### src/rtl/i2c_recov_pkg.sv
package i2c_recov_pkg;

  // Two bus lines; index order is fixed by the register layout.
  localparam int NPIN    = 2;
  localparam int PIN_SCL = 0;
  localparam int PIN_SDA = 1;

  // Register offsets.
  localparam int OFS_MODE  = 0;
  localparam int OFS_DIR   = 1;
  localparam int OFS_LEVEL = 2;
  localparam int OFS_SET   = 3;
  localparam int OFS_CLR   = 4;

  typedef logic [NPIN-1:0] pinvec_t;

  typedef enum logic [2:0] {
    SEL_MODE,
    SEL_DIR,
    SEL_LEVEL,
    SEL_SET,
    SEL_CLR,
    SEL_NONE
  } regsel_t;

endpackage

### src/rtl/i2c_recov_sync.sv
module i2c_recov_sync #(
  parameter int   WIDTH   = 2,
  parameter int   STAGES  = 2,
  parameter logic RST_VAL = 1'b1
) (
  input  logic             clk,
  input  logic             rst_n,
  input  logic [WIDTH-1:0] d,
  output logic [WIDTH-1:0] q
);

  // One independent flop chain per line.
  for (genvar g = 0; g < WIDTH; g++) begin : g_line
    logic [STAGES-1:0] chain;

    always_ff @(posedge clk or negedge rst_n) begin
      if (!rst_n) chain <= {STAGES{RST_VAL}};
      else        chain <= {chain[STAGES-2:0], d[g]};
    end

    assign q[g] = chain[STAGES-1];
  end

endmodule

### src/rtl/i2c_recov_regs.sv
module i2c_recov_regs
  import i2c_recov_pkg::*;
#(
  parameter int ADDR_W = 3,
  parameter int DATA_W = 16
) (
  input  logic              clk,
  input  logic              rst_n,
  input  logic              wr,
  input  logic [ADDR_W-1:0] addr,
  input  logic [DATA_W-1:0] wdata,
  input  pinvec_t           level,
  output logic              gpio_mode,
  output pinvec_t           dir,
  output pinvec_t           out_lvl,
  output logic [DATA_W-1:0] rdata
);

  regsel_t sel;
  pinvec_t wbits;
  logic    wr_mode, wr_dir, wr_set, wr_clr;
  logic    unused_wdata_hi;

  always_comb begin
    sel = SEL_NONE;
    if      (addr == ADDR_W'(OFS_MODE))  sel = SEL_MODE;
    else if (addr == ADDR_W'(OFS_DIR))   sel = SEL_DIR;
    else if (addr == ADDR_W'(OFS_LEVEL)) sel = SEL_LEVEL;
    else if (addr == ADDR_W'(OFS_SET))   sel = SEL_SET;
    else if (addr == ADDR_W'(OFS_CLR))   sel = SEL_CLR;
  end

  assign wbits           = wdata[NPIN-1:0];
  assign unused_wdata_hi = ^wdata[DATA_W-1:NPIN];

  assign wr_mode = wr && (sel == SEL_MODE);
  assign wr_dir  = wr && (sel == SEL_DIR);
  assign wr_set  = wr && (sel == SEL_SET);
  assign wr_clr  = wr && (sel == SEL_CLR);

  // The latch resets to all ones, so both lines start released.
  always_ff @(posedge clk or negedge rst_n) begin
    if (!rst_n) begin
      gpio_mode <= 1'b0;
      dir       <= '0;
      out_lvl   <= '1;
    end else begin
      if (wr_mode) gpio_mode <= wdata[0];
      if (wr_dir)  dir       <= wbits;
      if (wr_set)  out_lvl   <= out_lvl | wbits;
      else if (wr_clr) out_lvl <= out_lvl & ~wbits;
    end
  end

  always_comb begin
    unique case (sel)
      SEL_MODE:  rdata = DATA_W'(gpio_mode);
      SEL_DIR:   rdata = DATA_W'(dir);
      SEL_LEVEL: rdata = DATA_W'(level);
      default:   rdata = '0;
    endcase
  end

endmodule

### src/rtl/i2c_recov_pinmux.sv
module i2c_recov_pinmux
  import i2c_recov_pkg::*;
(
  input  logic    gpio_mode,
  input  pinvec_t dir,
  input  pinvec_t out_lvl,
  input  pinvec_t eng_oe,
  input  pinvec_t pad_in,
  output pinvec_t pad_oe,
  output pinvec_t eng_in
);

  // Open drain: a line is pulled low or released, never driven high.
  for (genvar g = 0; g < NPIN; g++) begin : g_pin
    assign pad_oe[g] = gpio_mode ? (dir[g] & ~out_lvl[g]) : eng_oe[g];
    assign eng_in[g] = gpio_mode ? 1'b1 : pad_in[g];
  end

endmodule

### src/rtl/i2c_pin_recov.sv
module i2c_pin_recov
  import i2c_recov_pkg::*;
#(
  parameter int ADDR_W      = 3,
  parameter int DATA_W      = 16,
  parameter int SYNC_STAGES = 2
) (
  input  logic              clk,
  input  logic              rst_n,
  input  logic              reg_wr,
  input  logic [ADDR_W-1:0] reg_addr,
  input  logic [DATA_W-1:0] reg_wdata,
  output logic [DATA_W-1:0] reg_rdata,
  input  logic              eng_scl_oe,
  input  logic              eng_sda_oe,
  output logic              eng_scl_in,
  output logic              eng_sda_in,
  input  logic              pad_scl_in,
  input  logic              pad_sda_in,
  output logic              pad_scl_oe,
  output logic              pad_sda_oe
);

  logic    gpio_mode;
  pinvec_t pin_dir, pin_out, pin_level;
  pinvec_t eng_oe_v, eng_in_v, pad_in_v, pad_oe_v;

  assign eng_oe_v[PIN_SCL] = eng_scl_oe;
  assign eng_oe_v[PIN_SDA] = eng_sda_oe;
  assign pad_in_v[PIN_SCL] = pad_scl_in;
  assign pad_in_v[PIN_SDA] = pad_sda_in;
  assign eng_scl_in        = eng_in_v[PIN_SCL];
  assign eng_sda_in        = eng_in_v[PIN_SDA];
  assign pad_scl_oe        = pad_oe_v[PIN_SCL];
  assign pad_sda_oe        = pad_oe_v[PIN_SDA];

  i2c_recov_sync #(
    .WIDTH  (NPIN),
    .STAGES (SYNC_STAGES),
    .RST_VAL(1'b1)
  ) u_sync (
    .clk  (clk),
    .rst_n(rst_n),
    .d    (pad_in_v),
    .q    (pin_level)
  );

  i2c_recov_regs #(
    .ADDR_W(ADDR_W),
    .DATA_W(DATA_W)
  ) u_regs (
    .clk      (clk),
    .rst_n    (rst_n),
    .wr       (reg_wr),
    .addr     (reg_addr),
    .wdata    (reg_wdata),
    .level    (pin_level),
    .gpio_mode(gpio_mode),
    .dir      (pin_dir),
    .out_lvl  (pin_out),
    .rdata    (reg_rdata)
  );

  i2c_recov_pinmux u_mux (
    .gpio_mode(gpio_mode),
    .dir      (pin_dir),
    .out_lvl  (pin_out),
    .eng_oe   (eng_oe_v),
    .pad_in   (pad_in_v),
    .pad_oe   (pad_oe_v),
    .eng_in   (eng_in_v)
  );

endmodule

### config.mk
export PLATFORM = sky130hd
export DESIGN_NAME = i2c_pin_recov
export DESIGN_NICKNAME = d
export VERILOG_FILES = /design/src/rtl/i2c_recov_pkg.sv /design/src/rtl/i2c_recov_sync.sv /design/src/rtl/i2c_recov_regs.sv /design/src/rtl/i2c_recov_pinmux.sv /design/src/rtl/i2c_pin_recov.sv
export SDC_FILE = /design/constraint.sdc
export NUM_CORES = 1
export LEC_CHECK = 0
export CORE_MARGIN = 10
export CORE_UTILIZATION = 33
export CTS_CLUSTER_SIZE = 30
export DETAILED_ROUTE_END_ITERATION = 8
export PLACE_DENSITY_LB_ADDON = 0.1
export SYNTH_ARGS = -nofsm -noshare
export SYNTH_HDL_FRONTEND = slang
export SYNTH_SLANG_ARGS = --single-unit
export TNS_END_PERCENT = 20
### constraint.sdc
create_clock -name clk -period 1.6 [get_ports clk]
set_input_delay 0.16 -clock clk [delete_from_list [all_inputs] [get_ports clk]]
set_output_delay 0.16 -clock clk [all_outputs]
set_load 0.005 [all_outputs]
==> impl_metrics.csv, run 1 <==
group,metric,value,unit
sta,setup_tns,0,ns
yosys,yosys_warnings,0,
pwr,ir_drop,0.625,mV
pwr,p_per_area,837,mW/mm^2
sta,setup_violations,0,
pwr,power,0.000618,W
route,avgViaCountPerCell,4.38,
layout,final.fill_count,159,
placement,place_congestion,0.677,
sta,clock_skew,0.0000264,ns
sta,drv_slew,0,
cts,clk_pin_slew,0.06,ns
pwr,p_clk_share,28.1,%
sta,hold_slack,0.183,ns
pwr,p_comb_share,27.2,%
floorplan,die_y,60.5,um
route,ant_nets,0,
critical_path,arrival,1.35,ns
critical_path,path_cells,"buf_4 -> buf_4 -> o22ai_1 -> dlygate4sd2_1",
sta,max_freq,664,MHz
yosys,ys_types,20,
pwr,seqPwrFrac,44.6,%
layout,final_util,48.4,%
global_routing,grt-ovfl-total,0,
pwr,p_switching,0.000163,W
cts,cts_tree,"done",
yosys,ys_ff_latch,9,
status,status,"complete, no violations",
route,drtIter0Drc,4,
critical_path,cpMostUsedCell,"buf_4",
hold_path,min_path_type,"in -> async",
critical_path,startpoint_type,"flip-flop",
critical_path,startpoint,"u_regs.gpio_mode",
pwr,leakagePower,0.356,nW
global_routing,grt_usage,6.95,%
floorplan,die-area,0.00366,sq mm
floorplan,num_io_pins,46,
critical_path,crit_type,"reg -> out",
layout,final_cells,95,
floorplan,core_area,0.00152,sq mm
yosys,syn-instance-count,54,
yosys,synth-seq-area-share,43.1,%
cts,insertion_delay,0.26,ns
sta,period_minus_slack,1.51,ns
critical_path,reg2reg_from,"u_regs.gpio_mode",
layout,fin_nets,106,
critical_path,slowest_delay,0.41,ns
placement,io_buffers,17,
critical_path,crit_path_max_fanout,5,
floorplan,start_util,35.5,%
sta,finalCritPeriodShare,94.1,%
route,dr_total_vias,416,
floorplan,placementRows,14,
critical_path,r2r_cells,3,
route,drc,0,
route,dr.pass1.iters,3,
pwr,power.internal,0.000454,W
layout,drive_above_1_share,24.1,%
sta,finalHoldViolCount,0,
cts,clock-sinks,9,
floorplan,die_x,60.5,um
cts,cts_buffer_depth,2,
cts,cts_buffers,3,
yosys,avgSynthCellArea,10.0,sq um
critical_path,cp.required,1.44,ns
cts,ctsRootBufferMaster,"clkbuf_4",
pwr,sw_frac_of_total,26.5,%
critical_path,critPathSlowestCell,"dfrtp_1",
route,wire_per_inst,13.3,um
placement,dp.cells,90,
layout,num_antenna_cells,0,
layout,area_delta_synth_final,36.6,%
route,routed_wl,1270,um
placement,hpwl,1070,um
global_routing,grt_pass1_wl,1900,um
critical_path,endpoint_kind,"primary output",
global_routing,grt_max_degree,10,
global_routing,grt_pass1_vias,413,
cts,htreeDepth,1,
run,cap_violations,0,
yosys,synth_area,541,sq um
global_routing,antenna_found_initial,0,
-- worst max-delay path, delay by kind of cell, from the launching register on --
family / cells / cell delay [ns]
compound gates: 1 / 0.14
flops: 1 / 0.41
buf+inv: 3 / 0.54
-- through the flow --
stage          instance area, sq um  worst slack, ns
2_1_floorplan                   589            0.563
6_report                        738           0.0936
5_1_grt                         738         -0.00874
3_5_place_dp                    704           -0.201
3_3_place_gp                    704           -0.160
4_1_cts                         726        0.0000996
-- synthesized netlist by cell type, drive strengths merged --
cell type | number | area share, %
a21oi | 6 | 5.6
and2b | 1 | 1.4
and3b | 1 | 1.9
and4bb | 1 | 2.3
buf | 14 | 19
conb | 1 | 0.69
dfrtp | 3 | 14
dfstp | 6 | 29
inv | 2 | 1.4
mux2 | 3 | 6.2
mux2i | 1 | 1.9
nand2 | 4 | 2.8
nand3b | 1 | 1.4
nand4b | 2 | 3.2
nor2 | 2 | 1.4
nor4b | 1 | 1.6
o22ai | 2 | 2.3
or2 | 3 | 3.5
-- cell type report --
cell class | count | area (sq um) | area share [%]
flip-flops and latches | 9 | 233 | 31.5
well taps | 16 | 20.0 | 2.71
clock buffers | 4 | 26.3 | 3.56
inverters | 2 | 7.51 | 1.02
multi-input cells | 42 | 244 | 33.1
repair buffers | 22 | 208 | 28.1
-- power by group through the flow --
stage	clock (W)	sequential, W	combinational, W
6_report	0.000174	0.000276	0.000168
5_1_grt	0.000193	0.000280	0.000188
4_1_cts	0.000184	0.000276	0.000163
3_5_place_dp	0	0.000279	0.000173
3_3_place_gp	0	0.000280	0.000173
2_1_floorplan	0	0.000276	0.0000866
-- layout by cell type (no fill, tap or decap) --
master,Yosys,final
a21oi_1,6,6
and2b_1,1,1
and3b_2,1,1
and4bb_1,1,1
buf_4,14,5
clkbuf_1,0,1
clkbuf_2,0,1
clkbuf_4,0,3
clkdlybuf4s15_1,0,1
clkdlybuf4s50_1,0,10
conb_1,1,14
dfrtp_1,3,3
dfstp_2,6,6
dlygate4sd2_1,0,2
dlymetal6s2s_1,0,3
inv_1,2,2
mux2_1,2,2
mux2_2,1,1
mux2i_1,1,1
nand2_1,4,4
nand3b_1,1,1
nand4b_1,2,2
nor2_1,2,2
nor4b_1,1,1
o22ai_1,2,2
or2_0,1,1
or2_2,2,2
-- timing repair --
action,in CTS,in global routing
resized for setup,4,6
hold buffers,0,0
buffers inserted,0,1
setup endpoints to repair,4,4
gates cloned,0,0
-- layer usage --
metal / global-route usage, % / share of wire, %
met1: 7.25 / 36
met3: 6.05 / 18
met2: 10.3 / 46
met5: 0 / 0
met4: 1.88 / 0
-- final timing paths --
path | endpoint | slack, ns
max | pad_sda_oe | 0.09
min | u_regs.dir[0] | 0.18
max reg2reg | u_regs.gpio_mode | 0.54
min reg2reg | u_sync.g_line[0].chain[1] | 0.36
max in group asynchronous | u_sync.g_line[0].chain[1] | 1.10
min in group clk | u_sync.g_line[1].chain[0] | 0.32
-- cell families (layout without fill, tap and decap cells) --
group	after synthesis	after routing	share of synthesized area (%)
compound gates	8	8	7.87
simple gates	16	16	19.4
other cells	1	14	0.694
buf+inv	16	28	20.8
mux	4	4	8.10
flops	9	9	43.1
(Power assumes the default switching activity.)
==> run 2: changes to the inputs <==
- CORE_UTILIZATION: 33 -> 31
- CTS_BUF_LIST: unset -> sky130_fd_sc_hd__clkbuf_16
- GPL_TIMING_DRIVEN: unset -> 0
- clock period: 1.6 -> 1.4 ns (I/O delays scaled with it)
==> run 2 against run 1 <==
The run now ends with setup timing left. Die area increased by 4.3%. Via count rose by 7.0%. Critical endpoint is now reg_rdata[0]. Clock power grew to 2.8 times the previous value. Utilization grew 1.9 points. Critical path type unchanged.
==> impl_metrics.csv, run 2 (synthesis gave the netlist of run 1 again) <==
group,metric,value,unit
status,status,"complete, but fails checks",
status,violations,"setup timing",
route,ant_nets,0,
pwr,leakagePower,0.417,nW
critical_path,cp.required,1.26,ns
floorplan,die-area,0.00381,sq mm
critical_path,endpoint_kind,"primary output",
layout,fin_nets,115,
sta,rsz0062_at_grt,"true",
placement,hpwl,1080,um
sta,drv_slew,0,
pwr,p_comb_share,18.8,%
critical_path,crit_type,"reg -> out",
route,avgViaCountPerCell,4.24,
critical_path,startpoint_type,"flip-flop",
floorplan,num_io_pins,46,
route,dr.pass1.iters,4,
global_routing,gr-usage-met3,5.28,%
global_routing,grt_usage,8.11,%
cts,cts_buffer_depth,2,
pwr,p_clk_share,49.1,%
global_routing,grt_pass1_vias,453,
cts,clock-sinks,9,
sta,setup_tns,-0.0223,ns
route,wire_per_inst,13.4,um
floorplan,placementRows,15,
floorplan,core_area,0.00169,sq mm
critical_path,crit_path_max_fanout,1,
global_routing,antenna_found_initial,0,
placement,place_area,781,sq um
route,dr_total_vias,445,
pwr,seqPwrFrac,32.1,%
global_routing,met1_usage,7.52,%
sta,setup_violations,1,
global_routing,grt-ovfl-total,0,
sta,clock_skew,0.000292,ns
pwr,p_per_area,1180,mW/mm^2
layout,area_delta_synth_final,57.4,%
floorplan,die_x,61.8,um
critical_path,path_cells,"mux2i_1 -> or2_0 -> a21oi_1 -> buf_2",
cts,htreeDepth,1,
critical_path,timing.rr.end,"u_regs.gpio_mode",
global_routing,grt_pass1_wl,2190,um
pwr,power,0.00101,W
floorplan,start_util,32.0,%
layout,design_area,851,sq um
global_routing,grt.busiest_layer,"met2",
critical_path,r2r_cells,1,
pwr,ir_drop,0.755,mV
critical_path,critPathTopFamily,"flip-flops",
sta,finalHoldViolCount,0,
global_routing,met2_usage,12.7,%
floorplan,die_y,61.8,um
cts,cts_buffers,3,
placement,place_congestion,0.730,
cts,holdBufCountCts,0,
layout,drive_above_1_share,33.0,%
critical_path,critPathSlowestCell,"dfstp_2",
layout,num_antenna_cells,0,
sta,setup_slack,-0.0223,ns
global_routing,grt_max_degree,10,
critical_path,arrival,1.28,ns
cts,insertion_delay,0.23,ns
placement,io_buffers,17,
critical_path,path_buf_inv,1,
critical_path,slowest_delay,0.51,ns
layout,final_cell_mix,"buf_4 (14), conb_1 (14), clkdlybuf4s50_1 (9)",
critical_path,reg2reg_from,"u_regs.gpio_mode",
critical_path,r2r_slack,0.57,ns
route,drc,0,
cts,clk_pin_slew,0.04,ns
route,routed_wl,1410,um
hold_path,min_path_type,"in -> async",
sta,finalCritPeriodShare,102,%
cts,postCtsSetupRepairBufs,0,
cts,ctsRootBufferMaster,"clkbuf_16",
route,drtIter0Drc,4,
pwr,power.internal,0.000784,W
sta,max_freq,703,MHz
sta,period_minus_slack,1.42,ns
run,cap_violations,0,
pwr,p_switching,0.000221,W
cts,cts_tree,"done",
pwr,sw_frac_of_total,22.0,%
[run 2: power by group through the flow]
stage | clock network [W] | registers (W) | logic [W]
detailed placement | 0 | 0.000324 | 0.000206
CTS | 0.000508 | 0.000323 | 0.000189
finish | 0.000494 | 0.000323 | 0.000189
global route | 0.000523 | 0.000329 | 0.000211
global placement | 0 | 0.000325 | 0.000203
floorplan | 0 | 0.000316 | 0.0000989
[run 2: final cells by class]
type	count	area, sq um
repair buffers	17	160
fillers	173	838
plain buffers	14	105
clock buffers	3	75.1
multi-input cells	42	244
clock inverters	1	3.75
flip-flops and latches	9	234
inverters	2	7.51
well taps	17	21.3
[run 2: metal layers]
metal	vias up	wire, um
met5	-	0
met4	0	39
met3	5	164
met2	18	706
met1	199	498
li1	223	-
[run 2: per-stage QoR]
| stage | cells | hold slack [ns] | setup slack [ns] | utilization [%] |
|---|---|---|---|---|
| finish | 105 | 0.208 | -0.0223 | 50.4 |
| global route | 105 | 0.229 | -0.100 | 50.4 |
| CTS | 105 | 0.221 | -0.135 | 50.5 |
| detailed placement | 101 | 0.347 | -0.505 | 46.2 |
| global placement | 101 | 0.346 | -0.477 | 46.2 |
| floorplan | 67 | -0.156 | 0.383 | - |
[run 2: worst max path at each step]
stage,start,end,slack (ns),depth (start not counted)
after floorplan,u_sync.g_line[0].chain[1],reg_rdata[0],0.38,3
final,u_sync.g_line[0].chain[1],reg_rdata[0],-0.02,4
after global placement,reg_addr[1],reg_rdata[0],-0.48,5
after detailed placement,reg_addr[1],reg_rdata[0],-0.50,5
after global routing,u_sync.g_line[0].chain[1],reg_rdata[0],-0.10,4
after CTS,u_sync.g_line[0].chain[1],reg_rdata[0],-0.14,4
[run 2: what timing repair did]
action / CTS / global route
hold endpoints to repair: 0 / 0
setup endpoints to repair: 6 / 4
pin swaps: 0 / 1
gates cloned: 0 / 0
gates resized for setup: 11 / 4
